<file path="src/rtl/dpc_pkg.sv">
`timescale 1ns/1ps
package dpc_pkg;
  localparam logic [2:0] OP_SD_BOTH  = 3'b111;
  localparam logic [2:0] OP_EXT      = 3'b000;
  localparam logic [2:0] SUB_FULL_PD = 3'b011;
  localparam logic [2:0] SUB_SD_A    = 3'b110;
  localparam logic [2:0] SUB_SD_B    = 3'b111;

  typedef struct packed {
    logic [1:0] sd;      // index 0 = channel A
    logic [1:0] term;
    logic       full_pd;
  } sd_req_t;
endpackage

</file>
<file path="src/rtl/dpc_cmd_decode.sv">
`timescale 1ns/1ps
module dpc_cmd_decode
  import dpc_pkg::*;
#(
  parameter int DW = 12
) (
  input  logic          cmd_valid,
  input  logic [2:0]    cmd_code,
  input  logic [DW-1:0] cmd_data,
  input  logic          lock_n,
  output sd_req_t       req
);
  localparam int SUB_HI = DW - 1;
  localparam int SUB_LO = DW - 3;
  localparam int T1_BIT = DW - 4;
  localparam int T2_BIT = DW - 5;

  logic unused_low;
  assign unused_low = ^cmd_data[T2_BIT-1:0];

  always_comb begin
    req = '0;
    if (cmd_valid && lock_n) begin
      unique case (cmd_code)
        OP_SD_BOTH: begin
          req.sd   = 2'b11;
          req.term = {cmd_data[SUB_HI-1], cmd_data[SUB_HI]};
        end
        OP_EXT: begin
          unique case (cmd_data[SUB_HI:SUB_LO])
            SUB_FULL_PD: begin
              req.sd      = 2'b11;
              req.full_pd = 1'b1;
              req.term    = {cmd_data[T2_BIT], cmd_data[T1_BIT]};
            end
            SUB_SD_A: begin
              req.sd[0]   = 1'b1;
              req.term[0] = cmd_data[T1_BIT];
            end
            SUB_SD_B: begin
              req.sd[1]   = 1'b1;
              req.term[1] = cmd_data[T1_BIT];
            end
            default: ;
          endcase
        end
        default: ;
      endcase
    end
  end

  always_comb begin
    if (!lock_n) AST_LOCK_NO_REQ: assert (req == '0);
  end
endmodule

</file>
<file path="src/rtl/dpc_chan.sv">
`timescale 1ns/1ps
module dpc_chan (
  input  logic clk,
  input  logic rst_n,
  input  logic sd,
  input  logic term_in,
  input  logic wake,
  output logic en,
  output logic term_hi
);
  always_ff @(posedge clk or negedge rst_n) begin
    if (!rst_n) begin
      en      <= 1'b1;
      term_hi <= 1'b0;
    end else begin
      if (sd) term_hi <= term_in;
      if (wake)    en <= 1'b1;
      else if (sd) en <= 1'b0;
    end
  end

  AST_WAKE_ENABLES: assert property (@(posedge clk) disable iff (!rst_n)
    wake |=> en);
  AST_SD_DISABLES: assert property (@(posedge clk) disable iff (!rst_n)
    (sd && !wake) |=> !en);
endmodule

</file>
<file path="src/rtl/dpc_settle.sv">
`timescale 1ns/1ps
module dpc_settle #(
  parameter int SETTLE_SHORT = 8,
  parameter int SETTLE_LONG  = 20
) (
  input  logic clk,
  input  logic rst_n,
  input  logic start,
  input  logic long_sel,
  output logic ready
);
  localparam int MAXC = (SETTLE_LONG > SETTLE_SHORT) ? SETTLE_LONG : SETTLE_SHORT;
  localparam int CW   = $clog2(MAXC + 1);
  localparam logic [CW-1:0] LD_SHORT = CW'(SETTLE_SHORT);
  localparam logic [CW-1:0] LD_LONG  = CW'(SETTLE_LONG);

  logic [CW-1:0] cnt;

  always_ff @(posedge clk or negedge rst_n) begin
    if (!rst_n)           cnt <= '0;
    else if (start)       cnt <= long_sel ? LD_LONG : LD_SHORT;
    else if (cnt != '0)   cnt <= cnt - 1'b1;
  end

  assign ready = (cnt == '0);

  AST_WAKE_DROPS_READY: assert property (@(posedge clk) disable iff (!rst_n)
    start |=> !ready);
endmodule

</file>
<file path="src/rtl/dac_pwr_ctrl.sv">
`timescale 1ns/1ps
module dac_pwr_ctrl
  import dpc_pkg::*;
#(
  parameter int DW           = 12,
  parameter int SETTLE_SHORT = 8,
  parameter int SETTLE_LONG  = 20
) (
  input  logic          clk,
  input  logic          rst_n,
  input  logic          cmd_valid,
  input  logic [2:0]    cmd_code,
  input  logic [DW-1:0] cmd_data,
  input  logic          upd_a,
  input  logic          upd_b,
  input  logic          lock_n,
  output logic          en_a,
  output logic          en_b,
  output logic          term_hi_a,
  output logic          term_hi_b,
  output logic          bias_en,
  output logic          ready
);
  localparam int NCH = 2;

  sd_req_t        req;
  logic           lock_prev;
  logic           lock_fall;
  logic           pin_wake;
  logic [NCH-1:0] upd;
  logic [NCH-1:0] wake;
  logic [NCH-1:0] en;
  logic [NCH-1:0] term;
  logic           settle_go;

  dpc_cmd_decode #(.DW(DW)) u_dec (
    .cmd_valid (cmd_valid),
    .cmd_code  (cmd_code),
    .cmd_data  (cmd_data),
    .lock_n    (lock_n),
    .req       (req)
  );

  always_ff @(posedge clk or negedge rst_n) begin
    if (!rst_n) lock_prev <= 1'b1;
    else        lock_prev <= lock_n;
  end

  assign lock_fall = lock_prev && !lock_n;
  assign pin_wake  = lock_fall && (en != {NCH{1'b1}});
  assign upd       = {upd_b, upd_a};
  assign wake      = upd | {NCH{pin_wake}};

  for (genvar i = 0; i < NCH; i++) begin : g_ch
    dpc_chan u_ch (
      .clk     (clk),
      .rst_n   (rst_n),
      .sd      (req.sd[i]),
      .term_in (req.term[i]),
      .wake    (wake[i]),
      .en      (en[i]),
      .term_hi (term[i])
    );
  end

  always_ff @(posedge clk or negedge rst_n) begin
    if (!rst_n)            bias_en <= 1'b1;
    else if (|wake)        bias_en <= 1'b1;
    else if (req.full_pd)  bias_en <= 1'b0;
  end

  assign settle_go = |(wake & ~en);

  dpc_settle #(.SETTLE_SHORT(SETTLE_SHORT), .SETTLE_LONG(SETTLE_LONG)) u_settle (
    .clk      (clk),
    .rst_n    (rst_n),
    .start    (settle_go),
    .long_sel (!bias_en),
    .ready    (ready)
  );

  assign en_a      = en[0];
  assign en_b      = en[1];
  assign term_hi_a = term[0];
  assign term_hi_b = term[1];

  AST_LOCK_KEEPS_EN: assert property (@(posedge clk) disable iff (!rst_n)
    !lock_n |=> !($fell(en_a) || $fell(en_b)));
  AST_BIAS_OFF_ALL_SHUT: assert property (@(posedge clk) disable iff (!rst_n)
    !bias_en |-> (!en_a && !en_b));
  AST_PIN_WAKE_ALL: assert property (@(posedge clk) disable iff (!rst_n)
    (lock_prev && !lock_n && !(en_a && en_b)) |=> (en_a && en_b && bias_en));
  AST_BIAS_STAYS_OFF: assert property (@(posedge clk) disable iff (!rst_n)
    (!bias_en && !upd_a && !upd_b && !(lock_prev && !lock_n)) |=> !bias_en);
endmodule

</file>
<file path="config.mk">
export PLATFORM = sky130hd
export DESIGN_NAME = dac_pwr_ctrl
export DESIGN_NICKNAME = d
export VERILOG_FILES = /design/src/rtl/dpc_pkg.sv /design/src/rtl/dpc_cmd_decode.sv /design/src/rtl/dpc_chan.sv /design/src/rtl/dpc_settle.sv /design/src/rtl/dac_pwr_ctrl.sv
export SDC_FILE = /design/constraint.sdc
export NUM_CORES = 1
export LEC_CHECK = 0
export BUFFER_PORTS_ARGS = -buffer_cell sky130_fd_sc_hd__buf_4
export CORE_MARGIN = 2
export CORE_UTILIZATION = 49
export DETAILED_ROUTE_END_ITERATION = 7
export GPL_ROUTABILITY_DRIVEN = 0
export PLACE_DENSITY = 0.86
export SLEW_MARGIN = 20
export SYNTH_ARGS = -nofsm -noshare
export SYNTH_HDL_FRONTEND = slang
export SYNTH_HIERARCHICAL = 1
export SYNTH_SLANG_ARGS = --single-unit
</file>
<file path="constraint.sdc">
create_clock -name clk -period 2.2 [get_ports clk]
set_input_delay 0.22 -clock clk [delete_from_list [all_inputs] [get_ports clk]]
set_output_delay 0.22 -clock clk [all_outputs]
set_load 0.005 [all_outputs]
</file>
==> impl_metrics.py, run 1 <==
metrics = {
    "critical_path": {
        "cp_max_fo": 6,
        "cp_slowest_stage_delay_ps": 380,
        "r2r_cells": 5,
        "arrival_ps": 1520,
        "crit_start": "u_settle/cnt[0]",
        "worst_setup_path_end_kind": "primary output",
        "cp.required_ps": 1980,
        "crit_slowest_cell": "nor4b_4",
        "rr_startpoint": "u_settle/cnt[0]",
        "worst-setup-path-type": "flop to primary output",
        "cp-start-kind": "flop",
        "path_cells": "inv_1 > ha_1 > nor4b_4 > buf_4",
    },
    "yosys": {
        "synth_edf_count": 0,
        "synth_nets": 83,
        "ys_seq_area_share_pct": 41.25,
        "synth_top_cell_area_share_pct": 25.78,
        "yosysTopAreaCell": "dfrtp_1",
        "synthArstFlopShare_pct": 100.0,
        "synthTopCellsByCount": "dfrtp_1 (7), inv_1 (6), dfstp_2 (4)",
        "synth_cell_types": 31,
        "ys_warn_count": 6,
        "synth-seq-cells": 11,
        "synthTopCellsByArea": "dfrtp_1 (26%), dfstp_2 (15%), nor4b_4 (7.0%)",
        "yosysMostFrequentCell": "dfrtp_1",
        "ys.flop_type": "dfrtp_1",
        "syn_inst": 61,
        "syn-cell-area_um2": 679.4,
        "post_synth.cell_area_avg_um2": 11.14,
    },
    "power": {
        "power_density_nw_per_um2": 768.9,
        "vdd_drop_max_v": 0.0005101,
        "total_power_mw": 0.6744,
        "power.leakage_nw": 0.3912,
    },
    "die": {
        "die_width_um": 41.24,
        "core_area_um2": 1301,
        "rows": 13,
        "die_h_um": 41.24,
        "io_pins": 27,
        "start_util_pct": 52.21,
        "die_area_um2": 1700,
    },
    "timing": {
        "rsz0062_at_grt": "false",
        "post-route-period-util_pct": 78.93,
        "slew_viol_final": 0,
        "whs_ps": 79.31,
        "fmax_mhz": 575.9,
        "fin_skew_ps": 6.820,
        "fin_crit_ps": 1736,
        "worst_slew_margin_rel_pct": 73.76,
        "hold_viol": 0,
        "tns_ps": 0,
        "setup_viol": 0,
        "tightest_slew_ps": 391.9,
        "fin_ws_ps": 463.5,
    },
    "cts": {
        "ctsHtreeMaxLevel": 1,
        "clockRootBuffer": "clkbuf_4",
        "clockBufferDepth": 2,
        "clk_pin_slew_ps": 70,
        "cts_tree": "built",
        "clock-sinks": 11,
        "cts_made_buffers": 3,
        "cts_setup_buffers": 0,
        "clk_latency_ps": 260,
    },
    "cells_and_area": {
        "fillers": 106,
        "nNetsFinal": 108,
        "final_util_pct": 67.40,
        "synthToLayoutAreaGrowth_pct": 29.10,
        "seqCellArea_um2": 280.3,
        "drive_above_1_share_pct": 44.71,
        "diodes": 0,
        "multi_input_area_um2": 376.6,
    },
    "run_status": {
        "outcome": "finished, final reports clean",
    },
    "drt": {
        "first_pass_iters": 4,
        "viasPerCell": 5.400,
        "wire_per_inst_um": 13.41,
        "drc": 0,
        "drt-initial-drc-count": 7,
        "ant_nets": 0,
        "routed_wl_mm": 1.341,
        "via_count": 540,
    },
    "global_route": {
        "grt-ovfl-total": 0,
        "grt_pass1_vias": 493,
        "antenna_found_initial": 0,
        "grt.total_usage_pct": 20.13,
        "grt_max_degree": 12,
        "grt_pass1_wl_mm": 2.090,
    },
    "min_path": {
        "worstHoldStart": "lock_n",
        "hold_depth": 1,
        "hold_path_class": "primary input to flop",
    },
    "place": {
        "preCtsSetupSlack_ps": 702.7,
        "io_buffers": 19,
        "dp_hpwl_mm": 1.090,
    },
    "job": {
        "maxCapViolCount": 0,
    },
}
worst max-delay path: cells and delay by family, from the launching register on:
family	cells	cell delay, ps
buf+inv	2	280
simple gates	1	380
flops	1	370
fa+ha+maj	1	230
sequential cells by signal, indices dropped and copies added (netlist names):
| signal | count |
|---|---|
| bias_en | 1 |
| g_ch.u_ch/en | 2 |
| g_ch.u_ch/term_hi | 2 |
| lock_prev | 1 |
| u_settle/cnt | 5 |
kinds of logic (layout without fill, tap and decap cells):
| kind of cell | Yosys count | after routing | synth area share (%) |
|---|---|---|---|
| multiplexers | 3 | 3 | 5.893 |
| adder cells (fa/ha/maj) | 1 | 1 | 1.841 |
| flip-flops | 11 | 11 | 41.25 |
| buffers and inverters | 6 | 30 | 3.315 |
| XOR/XNOR | 4 | 4 | 5.157 |
| AO/OA/AOI/OAI | 14 | 14 | 17.86 |
| AND/OR/NAND/NOR | 22 | 22 | 24.68 |
metal layers:
layer  up-vias  GRT usage, %  share of wire (%)
li1        266             -                  -
met1       256         22.92                 44
met2        14         31.64                 50
met3         4         9.783                4.5
met4         0         8.871                1.3
met5         -             0                  0
where the power goes:
part | internal, mW | leakage (nW) | switching (mW)
Clock | 0.0700 | 0.0150 | 0.0616
Sequential | 0.248 | 0.132 | 0.0463
Combinational | 0.139 | 0.245 | 0.110
worst paths after layout:
path | slack [ps] | end
min reg2reg | 520 | g_ch[0].u_ch/term_hi
max | 460 | ready
max in group asynchronous | 1650 | bias_en
max reg2reg | 700 | u_settle/cnt[1]
min in group asynchronous | 320 | g_ch[1].u_ch/term_hi
min | 80 | lock_prev
through the flow:
step	instances	cell area, um2
floorplan	61	679.4
global placement	95	840.8
detailed placement	95	840.8
CTS	100	877.1
global route	100	877.1
finish	100	877.1
cell usage in the layout (no fill, tap or decap), types with 2 or more instances in the layout:
| cell type | count |
|---|---|
| a21o_1 | 2 |
| a21oi_1 | 3 |
| buf_4 | 19 |
| clkbuf_4 | 3 |
| dfrtp_1 | 7 |
| dfstp_2 | 4 |
| inv_1 | 6 |
| mux2_4 | 2 |
| nand2_1 | 3 |
| nand2b_1 | 2 |
| nand3_1 | 3 |
| nor2_1 | 2 |
| nor3_1 | 2 |
| nor4b_4 | 2 |
| o31ai_1 | 2 |
| or2b_1 | 2 |
| xnor2_1 | 3 |
repair_timing:
item,in CTS,in global routing
hold endpoints to repair,11,0
hold buffers,1,0
gates resized for setup,0,0
endpoints found under the setup margin,0,0
final cells by class:
class / instances / area share [%]
flip-flops and latches: 11 / 31.95
multi-input cells: 44 / 42.94
clock buffers: 4 / 2.996
inverters: 6 / 2.568
well taps: 15 / 2.140
repair buffers: 20 / 17.40
No activity file was read; power rests on OpenSTA's default activity.
==> inputs of run 2 (changes only) <==
--- a/config.mk
+++ b/config.mk
@@ -7,10 +7,10 @@
 export LEC_CHECK = 0
 export BUFFER_PORTS_ARGS = -buffer_cell sky130_fd_sc_hd__buf_4
 export CORE_MARGIN = 2
-export CORE_UTILIZATION = 49
+export CORE_UTILIZATION = 41
 export DETAILED_ROUTE_END_ITERATION = 7
 export GPL_ROUTABILITY_DRIVEN = 0
-export PLACE_DENSITY = 0.86
+export PLACE_DENSITY = 0.77
 export SLEW_MARGIN = 20
 export SYNTH_ARGS = -nofsm -noshare
 export SYNTH_HDL_FRONTEND = slang
==> constraint.sdc (replaced) <==
create_clock -name clk -period 1.5 [get_ports clk]
set_input_delay 0.15 -clock clk [delete_from_list [all_inputs] [get_ports clk]]
set_output_delay 0.15 -clock clk [all_outputs]
set_load 0.005 [all_outputs]
==> run 2 against run 1 <==
First-iteration DRC count down 29%. Final area rose by 6.1%. Combinational power is 89% higher. Critical path depth unchanged. Critical path type unchanged. Final cell count increased by 6.0%. Setup slack got worse by 360 ps. Clock power rose by 57%. Global-route usage decreased by 2.5 points. Register-to-register slack worse by 550 ps. Largest power group is now combinational cells. Routed wire length up 9.3%.
==> impl_metrics.py, run 2 (synthesis results as in run 1) <==
metrics = {
    "timing": {
        "fin_crit_ps": 1397,
        "fmax_mhz": 716.1,
        "hold_viol": 0,
        "whs_ps": 78.58,
        "fin_ws_ps": 103.5,
        "tns_ps": 0,
        "setup_viol": 0,
        "post-route-period-util_pct": 93.10,
        "rsz0062_at_grt": "false",
        "tightest_slew_ps": 358.7,
        "fin_skew_ps": 1.887,
        "slew_viol_final": 0,
        "worst_slew_margin_rel_pct": 76.08,
    },
    "die": {
        "io_pins": 27,
        "die_area_um2": 1999,
        "die_h_um": 44.71,
        "core_area_um2": 1524,
        "rows": 14,
        "start_util_pct": 44.58,
        "die_width_um": 44.71,
    },
    "global_route": {
        "grt_max_degree": 12,
        "grt.total_usage_pct": 17.66,
        "grt_pass1_wl_mm": 2.546,
        "grt_pass1_vias": 610,
        "grt-ovfl-total": 0,
        "antenna_found_initial": 0,
    },
    "cts": {
        "clk_pin_slew_ps": 70,
        "cts_made_buffers": 3,
        "clockRootBuffer": "clkbuf_4",
        "clk_latency_ps": 270,
        "cts_tree": "built",
        "clock-sinks": 11,
        "clockBufferDepth": 2,
        "ctsHtreeMaxLevel": 1,
    },
    "drt": {
        "first_pass_iters": 4,
        "wire_per_inst_um": 13.83,
        "via_count": 572,
        "ant_nets": 0,
        "routed_wl_mm": 1.466,
        "viasPerCell": 5.396,
        "drt-initial-drc-count": 5,
        "drc": 0,
    },
    "cells_and_area": {
        "drive_above_1_share_pct": 50.00,
        "largest_reg_flops": 5,
        "final_common_cell": "buf_4",
        "fin_cells": 106,
        "top_regs": "u_settle/cnt x5, g_ch.u_ch/en x2, g_ch.u_ch/term_hi x2",
        "final_cell_mix": "buf_4 (23), dfrtp_1 (7), inv_1 (4), dfstp_2 (4)",
        "final_area_um2": 930.9,
        "diodes": 0,
        "synthToLayoutAreaGrowth_pct": 37.02,
        "fillers": 139,
        "nNetsFinal": 113,
        "regMostFlops": "u_settle/cnt",
    },
    "critical_path": {
        "cp-start-kind": "flop",
        "worst-setup-path-type": "flop to primary output",
        "arrival_ps": 1250,
        "cp_top_family": "flip-flops",
        "cp_max_fo": 3,
        "cp_slowest_stage_delay_ps": 390,
        "cp_num_buf_inv": 2,
        "path_cells": "inv_2 > ha_4 > nor4b_4 > buf_4",
        "cp.required_ps": 1350,
        "worst_setup_path_end_kind": "primary output",
        "crit_slowest_cell": "dfrtp_1",
    },
    "power": {
        "power.leakage_nw": 0.4137,
        "p_comb_share_pct": 42.4,
        "p_switching_mw": 0.3608,
        "power_density_nw_per_um2": 1185,
        "vdd_drop_max_v": 0.0007200,
        "seqPwrFrac_pct": 38.8,
        "power_frac_clock_pct": 18.7,
        "switching_share_pct": 32.70,
        "internal_power_mw": 0.7427,
    },
    "min_path": {
        "hold_path_class": "primary input to flop",
    },
    "job": {
        "maxCapViolCount": 0,
    },
    "place": {
        "dp_hpwl_mm": 1.100,
        "dpl-instance-area_um2": 849.6,
        "io_buffers": 19,
        "placed_cells": 97,
        "preCtsSetupSlack_ps": 70.18,
    },
    "run_status": {
        "outcome": "finished, final reports clean",
    },
}
[run 2: cell count changes in the layout (fill, tap and decap cells not counted)]
cell and delta:
dlygate4sd3_1 +1, inv_2 +2, ha_4 +1, buf_4 +4, ha_1 -1, inv_1 -2
[run 2: final cells by class]
| cell class | instances | area, um2 | area share, % |
|---|---|---|---|
| clock buffers | 4 | 26.28 | 2.823 |
| inverters | 6 | 22.52 | 2.419 |
| multi-input cells | 44 | 389.1 | 41.80 |
| flip-flops and latches | 11 | 280.3 | 30.11 |
| well taps | 16 | 20.02 | 2.151 |
| repair buffers | 25 | 192.7 | 20.70 |
[run 2: worst paths after layout]
check | from | to | slack, ps | cells after the start
max in group asynchronous | rst_n | bias_en | 1030 | 2
min in group asynchronous | rst_n | u_settle/cnt[3] | 240 | 2
hold / removal | upd_b | bias_en | 80 | 3
setup / recovery | u_settle/cnt[0] | ready | 100 | 4
hold reg to reg | g_ch[1].u_ch/term_hi | g_ch[1].u_ch/term_hi | 520 | 1
setup reg to reg | u_settle/cnt[0] | u_settle/cnt[3] | 150 | 6
[run 2: power groups by stage]
stage                     clock (mW)  combinational (mW)  sequential [mW]
after floorplan                    0               0.266            0.419
after CTS                      0.219               0.400            0.426
final                          0.207               0.468            0.429
after detailed placement           0               0.374            0.429
after global routing           0.233               0.529            0.438
after global placement             0               0.365            0.426
[run 2: metrics by stage]
| step | power [mW] | utilization, % |
|---|---|---|
| 2_1_floorplan | 0.6851 | - |
| 3_3_place_gp | 0.7918 | 55.75 |
| 3_5_place_dp | 0.8031 | 55.75 |
| 4_1_cts | 1.046 | 59.28 |
| 5_1_grt | 1.201 | 61.08 |
| 6_report | 1.103 | 61.08 |
[run 2: tightest hold or removal path: stages]
cell      delay, ps
buf_4            80
nor2_1           40
o211ai_2         40
[run 2: per-layer routing]
| metal | global-route usage, % | vias up | wire, um |
|---|---|---|---|
| met5 | 0 | - | 0 |
| met4 | 5.455 | 0 | 5 |
| met3 | 6.000 | 2 | 72 |
| met2 | 31.59 | 16 | 748 |
| met1 | 19.54 | 280 | 639 |
| li1 | - | 274 | - |
[run 2: what timing repair did]
| item | in CTS | in global routing |
|---|---|---|
| buffers inserted | 1 | 2 |
| resized for setup | 0 | 4 |
| pin swaps | 0 | 1 |
| hold endpoints to repair | 12 | 0 |
| hold buffers | 2 | 0 |
| setup endpoints to repair | 1 | 3 |
